--- src/rtl/exc_pkg.sv ---
package exc_pkg;
  localparam int EXC_VEC_W  = 8;
  localparam int EXC_RANK_W = 4;

  localparam logic [EXC_VEC_W-1:0] VEC_RESET   = 8'd0;
  localparam logic [EXC_VEC_W-1:0] VEC_BUS     = 8'd2;
  localparam logic [EXC_VEC_W-1:0] VEC_ALIGN   = 8'd3;
  localparam logic [EXC_VEC_W-1:0] VEC_ILLEGAL = 8'd4;
  localparam logic [EXC_VEC_W-1:0] VEC_DIVZ    = 8'd5;
  localparam logic [EXC_VEC_W-1:0] VEC_BOUNDS  = 8'd6;
  localparam logic [EXC_VEC_W-1:0] VEC_OVF     = 8'd7;
  localparam logic [EXC_VEC_W-1:0] VEC_PRIV    = 8'd8;
  localparam logic [EXC_VEC_W-1:0] VEC_TRACE   = 8'd9;
  localparam logic [EXC_VEC_W-1:0] VEC_EMU_A   = 8'd10;
  localparam logic [EXC_VEC_W-1:0] VEC_EMU_F   = 8'd11;
  localparam logic [EXC_VEC_W-1:0] VEC_IRQ0    = 8'd24;
  localparam logic [EXC_VEC_W-1:0] VEC_TRAP0   = 8'd32;

  // lower rank = higher priority
  typedef enum logic [EXC_RANK_W-1:0] {
    RK_RESET, RK_BUS, RK_ALIGN, RK_TRACE, RK_IRQ, RK_ILLEGAL, RK_EMU_A,
    RK_EMU_F, RK_PRIV, RK_TRAP, RK_OVF, RK_BOUNDS, RK_DIVZ
  } exc_rank_e;

  typedef struct packed {
    logic                 valid;
    logic                 abort;
    exc_rank_e            rank;
    logic [EXC_VEC_W-1:0] vec;
  } exc_req_t;
endpackage

--- src/rtl/exc_irq_gate.sv ---
module exc_irq_gate #(
  parameter int IPL_W = 3
) (
  input  logic [IPL_W-1:0] irq_n_i,
  input  logic [IPL_W-1:0] mask_i,
  output logic             req_o,
  output logic [IPL_W-1:0] level_o
);
  logic [IPL_W-1:0] level;

  assign level   = ~irq_n_i;
  assign level_o = level;
  // top level bypasses the mask
  assign req_o   = (|level) && ((level > mask_i) || (&level));
endmodule

--- src/rtl/exc_pick.sv ---
module exc_pick
  import exc_pkg::*;
#(
  parameter int IPL_W  = 3,
  parameter int TRAP_W = 4,
  parameter int ADDR_W = EXC_VEC_W + 2
) (
  input  logic              reset_req_i,
  input  logic              bus_fault_i,
  input  logic              align_fault_i,
  input  logic              done_i,
  input  logic              trace_i,
  input  logic              irq_req_i,
  input  logic [IPL_W-1:0]  irq_level_i,
  input  logic              illegal_i,
  input  logic              emu_a_i,
  input  logic              emu_f_i,
  input  logic              priv_i,
  input  logic              trap_i,
  input  logic [TRAP_W-1:0] trap_num_i,
  input  logic              ovf_i,
  input  logic              bounds_i,
  input  logic              divz_i,
  output exc_req_t          cand_o,
  output logic [ADDR_W-1:0] addr_o
);
  exc_req_t c;

  always_comb begin
    c       = '0;
    c.valid = 1'b1;
    if (reset_req_i) begin
      c.abort = 1'b1; c.rank = RK_RESET; c.vec = VEC_RESET;
    end else if (bus_fault_i) begin
      c.abort = 1'b1; c.rank = RK_BUS; c.vec = VEC_BUS;
    end else if (align_fault_i) begin
      c.abort = 1'b1; c.rank = RK_ALIGN; c.vec = VEC_ALIGN;
    end else if (done_i && trace_i) begin
      c.rank = RK_TRACE; c.vec = VEC_TRACE;
    end else if (done_i && irq_req_i) begin
      c.rank = RK_IRQ; c.vec = VEC_IRQ0 + EXC_VEC_W'(irq_level_i);
    end else if (done_i && illegal_i) begin
      c.rank = RK_ILLEGAL; c.vec = VEC_ILLEGAL;
    end else if (done_i && emu_a_i) begin
      c.rank = RK_EMU_A; c.vec = VEC_EMU_A;
    end else if (done_i && emu_f_i) begin
      c.rank = RK_EMU_F; c.vec = VEC_EMU_F;
    end else if (done_i && priv_i) begin
      c.rank = RK_PRIV; c.vec = VEC_PRIV;
    end else if (trap_i) begin
      c.rank = RK_TRAP; c.vec = VEC_TRAP0 + EXC_VEC_W'(trap_num_i);
    end else if (ovf_i) begin
      c.rank = RK_OVF; c.vec = VEC_OVF;
    end else if (bounds_i) begin
      c.rank = RK_BOUNDS; c.vec = VEC_BOUNDS;
    end else if (divz_i) begin
      c.rank = RK_DIVZ; c.vec = VEC_DIVZ;
    end else begin
      c.valid = 1'b0;
    end
  end

  assign cand_o = c;
  assign addr_o = {c.vec, 2'b00};
endmodule

--- src/rtl/exc_hold.sv ---
module exc_hold
  import exc_pkg::*;
#(
  parameter int ADDR_W = EXC_VEC_W + 2
) (
  input  logic              clk_i,
  input  logic              rst_ni,
  input  exc_req_t          cand_i,
  input  logic [ADDR_W-1:0] addr_i,
  input  logic              accept_i,
  output exc_req_t          req_o,
  output logic [ADDR_W-1:0] addr_o
);
  exc_req_t          q;
  logic [ADDR_W-1:0] a;
  logic              preempt;
  logic              load;

  // only a strictly higher fault may displace a held request
  assign preempt = cand_i.valid && cand_i.abort && (cand_i.rank < q.rank);
  assign load    = !q.valid || accept_i || preempt;

  always_ff @(posedge clk_i or negedge rst_ni) begin
    if (!rst_ni) begin
      q <= '0;
      a <= '0;
    end else if (load) begin
      q <= cand_i;
      a <= addr_i;
    end
  end

  assign req_o  = q;
  assign addr_o = a;


  held_stable_chk: assert property (@(posedge clk_i) disable iff (!rst_ni)
    (q.valid && !accept_i && !(cand_i.valid && cand_i.abort))
      |=> (q.valid && $stable(q.vec)));


  held_fault_chk: assert property (@(posedge clk_i) disable iff (!rst_ni)
    (q.valid && !accept_i) |=> (q.valid && ($stable(q.vec) || q.abort)));
endmodule

--- src/rtl/exc_resolver.sv ---
module exc_resolver
  import exc_pkg::*;
#(
  parameter int IPL_W  = 3,
  parameter int TRAP_W = 4,
  parameter int VEC_W  = EXC_VEC_W
) (
  input  logic                 clk_i,
  input  logic                 rst_ni,
  input  logic                 reset_req_i,
  input  logic                 bus_fault_i,
  input  logic                 align_fault_i,
  input  logic                 insn_done_i,
  input  logic                 sr_trace_i,
  input  logic [IPL_W-1:0]     irq_n_i,
  input  logic [IPL_W-1:0]     irq_mask_i,
  input  logic                 illegal_i,
  input  logic                 emu_a_i,
  input  logic                 emu_f_i,
  input  logic                 priv_viol_i,
  input  logic                 trap_i,
  input  logic [TRAP_W-1:0]    trap_num_i,
  input  logic                 ovf_trap_i,
  input  logic                 bounds_trap_i,
  input  logic                 div_zero_i,
  input  logic                 accept_i,
  output logic                 exc_valid_o,
  output logic [VEC_W-1:0]     exc_vec_o,
  output logic [VEC_W+1:0]     exc_addr_o,
  output logic                 exc_abort_o
);
  localparam int ADDR_W = VEC_W + 2;

  logic              irq_req;
  logic [IPL_W-1:0]  irq_level;
  exc_req_t          cand, held;
  logic [ADDR_W-1:0] cand_addr, held_addr;

  exc_irq_gate #(.IPL_W(IPL_W)) u_gate (
    .irq_n_i (irq_n_i),
    .mask_i  (irq_mask_i),
    .req_o   (irq_req),
    .level_o (irq_level)
  );

  exc_pick #(.IPL_W(IPL_W), .TRAP_W(TRAP_W), .ADDR_W(ADDR_W)) u_pick (
    .reset_req_i   (reset_req_i),
    .bus_fault_i   (bus_fault_i),
    .align_fault_i (align_fault_i),
    .done_i        (insn_done_i),
    .trace_i       (sr_trace_i),
    .irq_req_i     (irq_req),
    .irq_level_i   (irq_level),
    .illegal_i     (illegal_i),
    .emu_a_i       (emu_a_i),
    .emu_f_i       (emu_f_i),
    .priv_i        (priv_viol_i),
    .trap_i        (trap_i),
    .trap_num_i    (trap_num_i),
    .ovf_i         (ovf_trap_i),
    .bounds_i      (bounds_trap_i),
    .divz_i        (div_zero_i),
    .cand_o        (cand),
    .addr_o        (cand_addr)
  );

  exc_hold #(.ADDR_W(ADDR_W)) u_hold (
    .clk_i    (clk_i),
    .rst_ni   (rst_ni),
    .cand_i   (cand),
    .addr_i   (cand_addr),
    .accept_i (accept_i),
    .req_o    (held),
    .addr_o   (held_addr)
  );

  assign exc_valid_o = held.valid;
  assign exc_vec_o   = held.vec;
  assign exc_addr_o  = held_addr;
  assign exc_abort_o = held.abort;


  addr_vec_chk: assert property (@(posedge clk_i) disable iff (!rst_ni)
    exc_valid_o |-> (exc_addr_o == {exc_vec_o, 2'b00}));


  abort_fault_chk: assert property (@(posedge clk_i) disable iff (!rst_ni)
    exc_abort_o |-> (exc_vec_o == VEC_RESET || exc_vec_o == VEC_BUS ||
                     exc_vec_o == VEC_ALIGN));


  bus_take_chk: assert property (@(posedge clk_i) disable iff (!rst_ni)
    (bus_fault_i && !reset_req_i && (!exc_valid_o || accept_i))
      |=> (exc_vec_o == VEC_BUS && exc_abort_o));


  nmi_take_chk: assert property (@(posedge clk_i) disable iff (!rst_ni)
    (insn_done_i && irq_n_i == '0 && !sr_trace_i && !reset_req_i &&
     !bus_fault_i && !align_fault_i && (!exc_valid_o || accept_i))
      |=> (exc_vec_o == VEC_IRQ0 + VEC_W'((1 << IPL_W) - 1)));


  done_gate_chk: assert property (@(posedge clk_i) disable iff (!rst_ni)
    (!insn_done_i && (!exc_valid_o || accept_i))
      |=> !(exc_valid_o && ((exc_vec_o >= VEC_ILLEGAL + 8'd4 && exc_vec_o <= VEC_EMU_F) ||
                            exc_vec_o == VEC_ILLEGAL ||
                            (exc_vec_o > VEC_IRQ0 && exc_vec_o < VEC_TRAP0))));
endmodule

--- config.mk ---
export PLATFORM = sky130hd
export DESIGN_NAME = exc_resolver
export DESIGN_NICKNAME = d
export VERILOG_FILES = /design/src/rtl/exc_pkg.sv /design/src/rtl/exc_irq_gate.sv /design/src/rtl/exc_pick.sv /design/src/rtl/exc_hold.sv /design/src/rtl/exc_resolver.sv
export SDC_FILE = /design/constraint.sdc
export NUM_CORES = 1
export LEC_CHECK = 0
export BUFFER_PORTS_ARGS = -buffer_cell sky130_fd_sc_hd__buf_2
export CAP_MARGIN = 0
export CORE_UTILIZATION = 41
export DETAILED_ROUTE_END_ITERATION = 10
export HOLD_SLACK_MARGIN = 0.1
export PLACE_DENSITY = 0.68
export SETUP_SLACK_MARGIN = 0.3
export SKIP_CTS_REPAIR_TIMING = 1
export SLEW_MARGIN = 20
export SYNTH_ARGS = -nofsm -noshare
export SYNTH_HDL_FRONTEND = slang
export SYNTH_SLANG_ARGS = --single-unit
--- constraint.sdc ---
create_clock -name clk_i -period 3.4 [get_ports clk_i]
set_input_delay 0.51 -clock clk_i [delete_from_list [all_inputs] [get_ports clk_i]]
set_output_delay 0.51 -clock clk_i [all_outputs]
set_load 0.02 [all_outputs]
======== Yosys cells after proc, flatten, opt, wreduce, memory -nomap -nowiden ========
Index checks and enable logic that the tools add are counted.
cells by class
  add/sub/neg operators ................... 2
  multipliers ............................. 0
  div/mod/pow operators ................... 0
  magnitude comparators ................... 2
  eq/ne operators ......................... 0
  shift operators ......................... 0
  muxes and demuxes ....................... 27
  bitwise gates (word level) .............. 1
  reduce and logical (&&, ||, !) cells .... 15
operators by type and width
  kind                                        count
  two-way mux 12 bit                          11
  two-way mux 13 bit                          2
  two-way mux 1 bit                           14
  logical AND 1 bit                           9
  adder 6 x 4 -> 7 bit, first input constant  1
  adder 5 x 3 -> 6 bit, first input constant  1
  less-than comparator 4 bit                  1
  > comparator 3 bit                          1
  logical OR 1 bit                            3
  NOT 3 bit                                   1
  AND reduction 3 bit                         1
  OR reduction 3 bit                          1
  logical NOT 1 bit                           1
word-level totals
  flip-flop bits (word level) ............. 14
  latch bits .............................. 0
  RAM bits ................................ 0
  memory bits (read-only) ................. 0
  input bits .............................. 26
  output and inout port bits .............. 20
  word-level logic and storage cells ...... 51
  memories ................................ 0

======== Depth between registers and ports, before layout ========
  depth after elaboration ................. 16
  depth in mapped cells ................... 15

======== By module ========
From an unflattened synthesis, not the netlist that was laid out.
unflattened totals
  cells, all modules ...................... 239
  area, all modules ....................... 2037.0 um^2
modules (own cells, without submodules)
  module        instances  cells each  area an instance (um^2)
  exc_hold      1          144         1447.6
  exc_pick      1          79          488.0
  exc_irq_gate  1          16          101.3

======== Worst setup path after synthesis ========
OpenSTA, ideal clock, no wires.
  kind .................................... input -> register
  start ................................... input irq_n_i[1]
  end ..................................... register u_hold.a[3], in the netlist u_hold.addr_o[3]
  setup time .............................. 0.119 ns
  arrival time ............................ 3.301 ns
  path slack .............................. -0.019 ns
  stages on the path ...................... 13
  buffers on the path ..................... 0
  cell sequence ........................... inv_1 -> ha_1 -> nor2b_1 -> nor3_2 -> or2_1 -> a31oi_1 -> o21bai_1 -> ha_1 -> or2_1 -> a311oi_1 -> a211oi_2 -> or4_1 -> o21a_1
RTL lines
  item                  RTL line            RTL
  from (decl)           exc_resolver.sv:15  input logic [IPL_W-1:0] irq_n_i,
  to (signal assigned)  exc_hold.sv:29      a <= addr_i;
  to (decl)             exc_hold.sv:15      logic [ADDR_W-1:0] a;

==> impl_metrics.py <==
metrics = {
    "setup_path": {
        "r2r_slack_ps": 1240,
        "cpMaxStageDelayCell": "or4_1",
        "path_cells": "buf_2 -> inv_2 -> ha_4 -> nand3_2 -> a21o_1 -> o21ai_2 -> a31oi_4 -> nor4_2 -> ha_1 -> a21o_1 -> nor4b_2 -> a211oi_2 -> or4_1 -> o21a_1",
        "crit_top_cell": "a21o_1",
        "critPathTopFamily": "compound AO/OA/AOI/OAI gates",
        "cp_slowest_stage_delay_ps": 540,
        "cp.arrival_ps": 3310,
        "r2r-end": "u_hold.addr_o[3]$_DFFE_PN0P_",
        "path_buf_inv": 2,
        "end_kind": "register",
        "reg2reg_depth": 7,
        "r2r_start": "u_hold.req_o[11]$_DFFE_PN0P_",
        "start_kind": "input pin",
        "cp_max_fo": 5,
        "critPathKind": "in -> reg",
        "required_ps": 3570,
    },
    "floorplanning": {
        "rows": 19,
        "initial_utilization_pct": 44.71,
        "core_region_area_um2": 2829,
        "die_y_um": 57.55,
        "fp.dieW_um": 57.55,
        "ioPinCount": 46,
        "die_area_um2": 3311,
    },
    "routing": {
        "drc_errors": 1,
        "dr.first_iter.drc_count": 36,
        "wl_um": 3136,
        "detail-route-antenna-nets": 0,
        "routed_via_density": 5.540,
        "dr.pass1.iters": 7,
        "vias": 1313,
        "wl_per_cell_um": 13.23,
    },
    "clock_network": {
        "cts-buffers-inserted": 3,
        "cts_tree": "built",
        "clkTransAtPathRegs_ps": 70,
        "cts_max_level": 1,
        "clock_latency_ps": 270,
        "cts_root_buffer": "clkbuf_4",
        "clock-sinks": 12,
        "clockBufferDepth": 2,
    },
    "run_status": {
        "status": "complete, but fails checks",
        "violations": "design-rule violations",
    },
    "sta": {
        "hold_violations": 0,
        "setup_viol": 0,
        "min_period_ps": 3142,
        "relSlewSlack_pct": 64.86,
        "slew_viol_final": 0,
        "post-route-period-util_pct": 92.41,
        "finClkSkew_ps": 1.977,
        "tns_ps": 0,
        "tightest_slew_ps": 522.6,
        "rsz0062_at_grt": "true",
        "clock.fmax_ghz": 0.3183,
    },
    "logic_synthesis": {
        "ys.flop_type": "dfrtp_1",
        "synth_seq_cells": 12,
        "synth_edf_count": 0,
        "synth_area_um2": 1265,
        "synth_seq_area_share_pct": 23.74,
        "postSynthAreaPerCell_um2": 7.906,
        "postSynth.asyncResetShare_pct": 100.0,
        "yosysWarnings": 0,
        "synth_cells": 160,
        "synth.distinct_cells": 48,
    },
    "placed_design": {
        "post_dp_cell_area_um2": 1575,
        "io_buffers": 39,
        "dp.cells": 230,
        "gp_congestion": 0.8489,
        "dp_hpwl_um": 2491,
    },
    "global_route": {
        "grt_pass1_wl_um": 5126,
        "gr-total-overflow": 0,
        "first_global_vias": 1200,
        "grt_usage_pct": 19.78,
        "grt_max_degree": 13,
        "antenna_found_initial": 0,
    },
    "power_and_ir_drop": {
        "ir_worst_vdd_uv": 113.1,
        "power_per_cell_area_nw_per_um2": 304.8,
        "p_leak_uw": 0.0007981,
    },
    "final_layout": {
        "mostFrequentLayoutCells": "buf_2 (37), buf_4 (20), dfrtp_1 (12), nand2_1 (11), nor2_1 (10)",
        "fillers": 263,
        "layout_commonest_cell": "buf_2",
        "fin_area_um2": 1658,
        "final_core_util_pct": 58.60,
        "drive_above_1_share_pct": 38.83,
        "final_cells": 237,
        "nNetsFinal": 240,
        "final-seq-area_um2": 300.3,
        "antenna_cells": 0,
        "area_growth_pct": 31.06,
        "multi_input_area_um2": 867.1,
    },
    "min_path": {
        "hp-class": "in -> async",
    },
    "flow_run": {
        "drv_cap": 0,
    },
}
==> registers in the layout, indices dropped and copies added (netlist names) <==
name and count:
u_hold.req_o 6, u_hold.addr_o 6
==> Yosys cell counts (2+ instances only) <==
library cell | instances | area share, %
a21o_1 | 4 | 2.4
a21oi_1 | 5 | 2.0
a31oi_1 | 2 | 0.99
and2_1 | 2 | 0.99
buf_2 | 2 | 0.79
buf_4 | 18 | 11
dfrtp_1 | 12 | 24
ha_1 | 6 | 5.9
inv_1 | 11 | 3.3
mux2i_1 | 3 | 2.4
nand2_1 | 11 | 3.3
nand2b_1 | 3 | 1.5
nand3_1 | 4 | 1.6
nor2_1 | 10 | 3.0
nor2b_1 | 5 | 2.5
nor3_1 | 6 | 2.4
nor3_2 | 2 | 1.6
o211ai_1 | 3 | 1.8
o21ai_0 | 8 | 3.2
o21ai_1 | 4 | 1.6
o21bai_1 | 2 | 1.2
o31ai_1 | 7 | 4.2
or2_1 | 2 | 0.99
or4_1 | 4 | 2.4
==> routing by layer <==
layer,up-vias,GRT usage (%),share of wire (%)
met5,-,0,0
met1,602,25.17,46
li1,658,-,-
met2,49,34.39,48
met4,0,8.711,1.4
met3,4,1.134,4.5
==> final cells by class <==
class	instances	area share (%)
multi-input combinational	120	52.30
timing repair buffer	60	22.49
sequential	12	18.11
inverter	11	3.396
tap	31	2.340
clock buffer	3	1.358
==> worst reg2reg max path: cells and delay by family (launching register included) <==
kind                       cells  cell delay, ps
adders and majority gates      1             300
and+or+nand+nor                2             800
DFF                            1             360
buffers and inverters          1              50
AOI/OAI and AO/OA              3             540
==> metrics by stage <==
step	hold WS [ps]	power, uW	setup WS (ps)
finish	97.84	505.3	258.0
CTS	108.4	486.3	120.7
global placement	396.0	395.2	-101.2
global route	114.7	540.3	136.1
floorplan	214.4	335.6	206.4
detailed placement	399.3	400.7	-152.5
==> kinds of logic (layout without fill, tap and decap cells) <==
family	after synthesis	count (layout)	share of synthesized area, %
other	1	6	0.2965
AO/OA/AOI/OAI	46	46	25.03
flip-flops	12	12	23.74
multiplexers	4	4	3.264
adder cells (fa/ha/maj)	6	6	5.935
AND/OR/NAND/NOR	58	58	25.82
buffers and inverters	33	74	15.92
==> power breakdown <==
part | internal (uW) | switching, uW | total [uW]
logic | 122 | 132 | 254
clock network | 41.0 | 45.7 | 86.7
registers | 156 | 8.21 | 164
total | 319 | 186 | 505
==> how the worst max path moves through the flow <==
stage                  start                           end  slack [ps]  cells after the start
5_1_grt        irq_mask_i[2]  u_hold.addr_o[3]$_DFFE_PN0P_         140                     14
6_report          irq_n_i[2]  u_hold.addr_o[3]$_DFFE_PN0P_         260                     14
2_1_floorplan  irq_mask_i[1]  u_hold.addr_o[3]$_DFFE_PN0P_         210                     13
4_1_cts        irq_mask_i[1]  u_hold.addr_o[3]$_DFFE_PN0P_         120                     14
3_5_place_dp   irq_mask_i[1]  u_hold.addr_o[3]$_DFFE_PN0P_        -150                     14
3_3_place_gp   irq_mask_i[1]  u_hold.addr_o[3]$_DFFE_PN0P_        -100                     14
(Power assumes the default switching activity.)
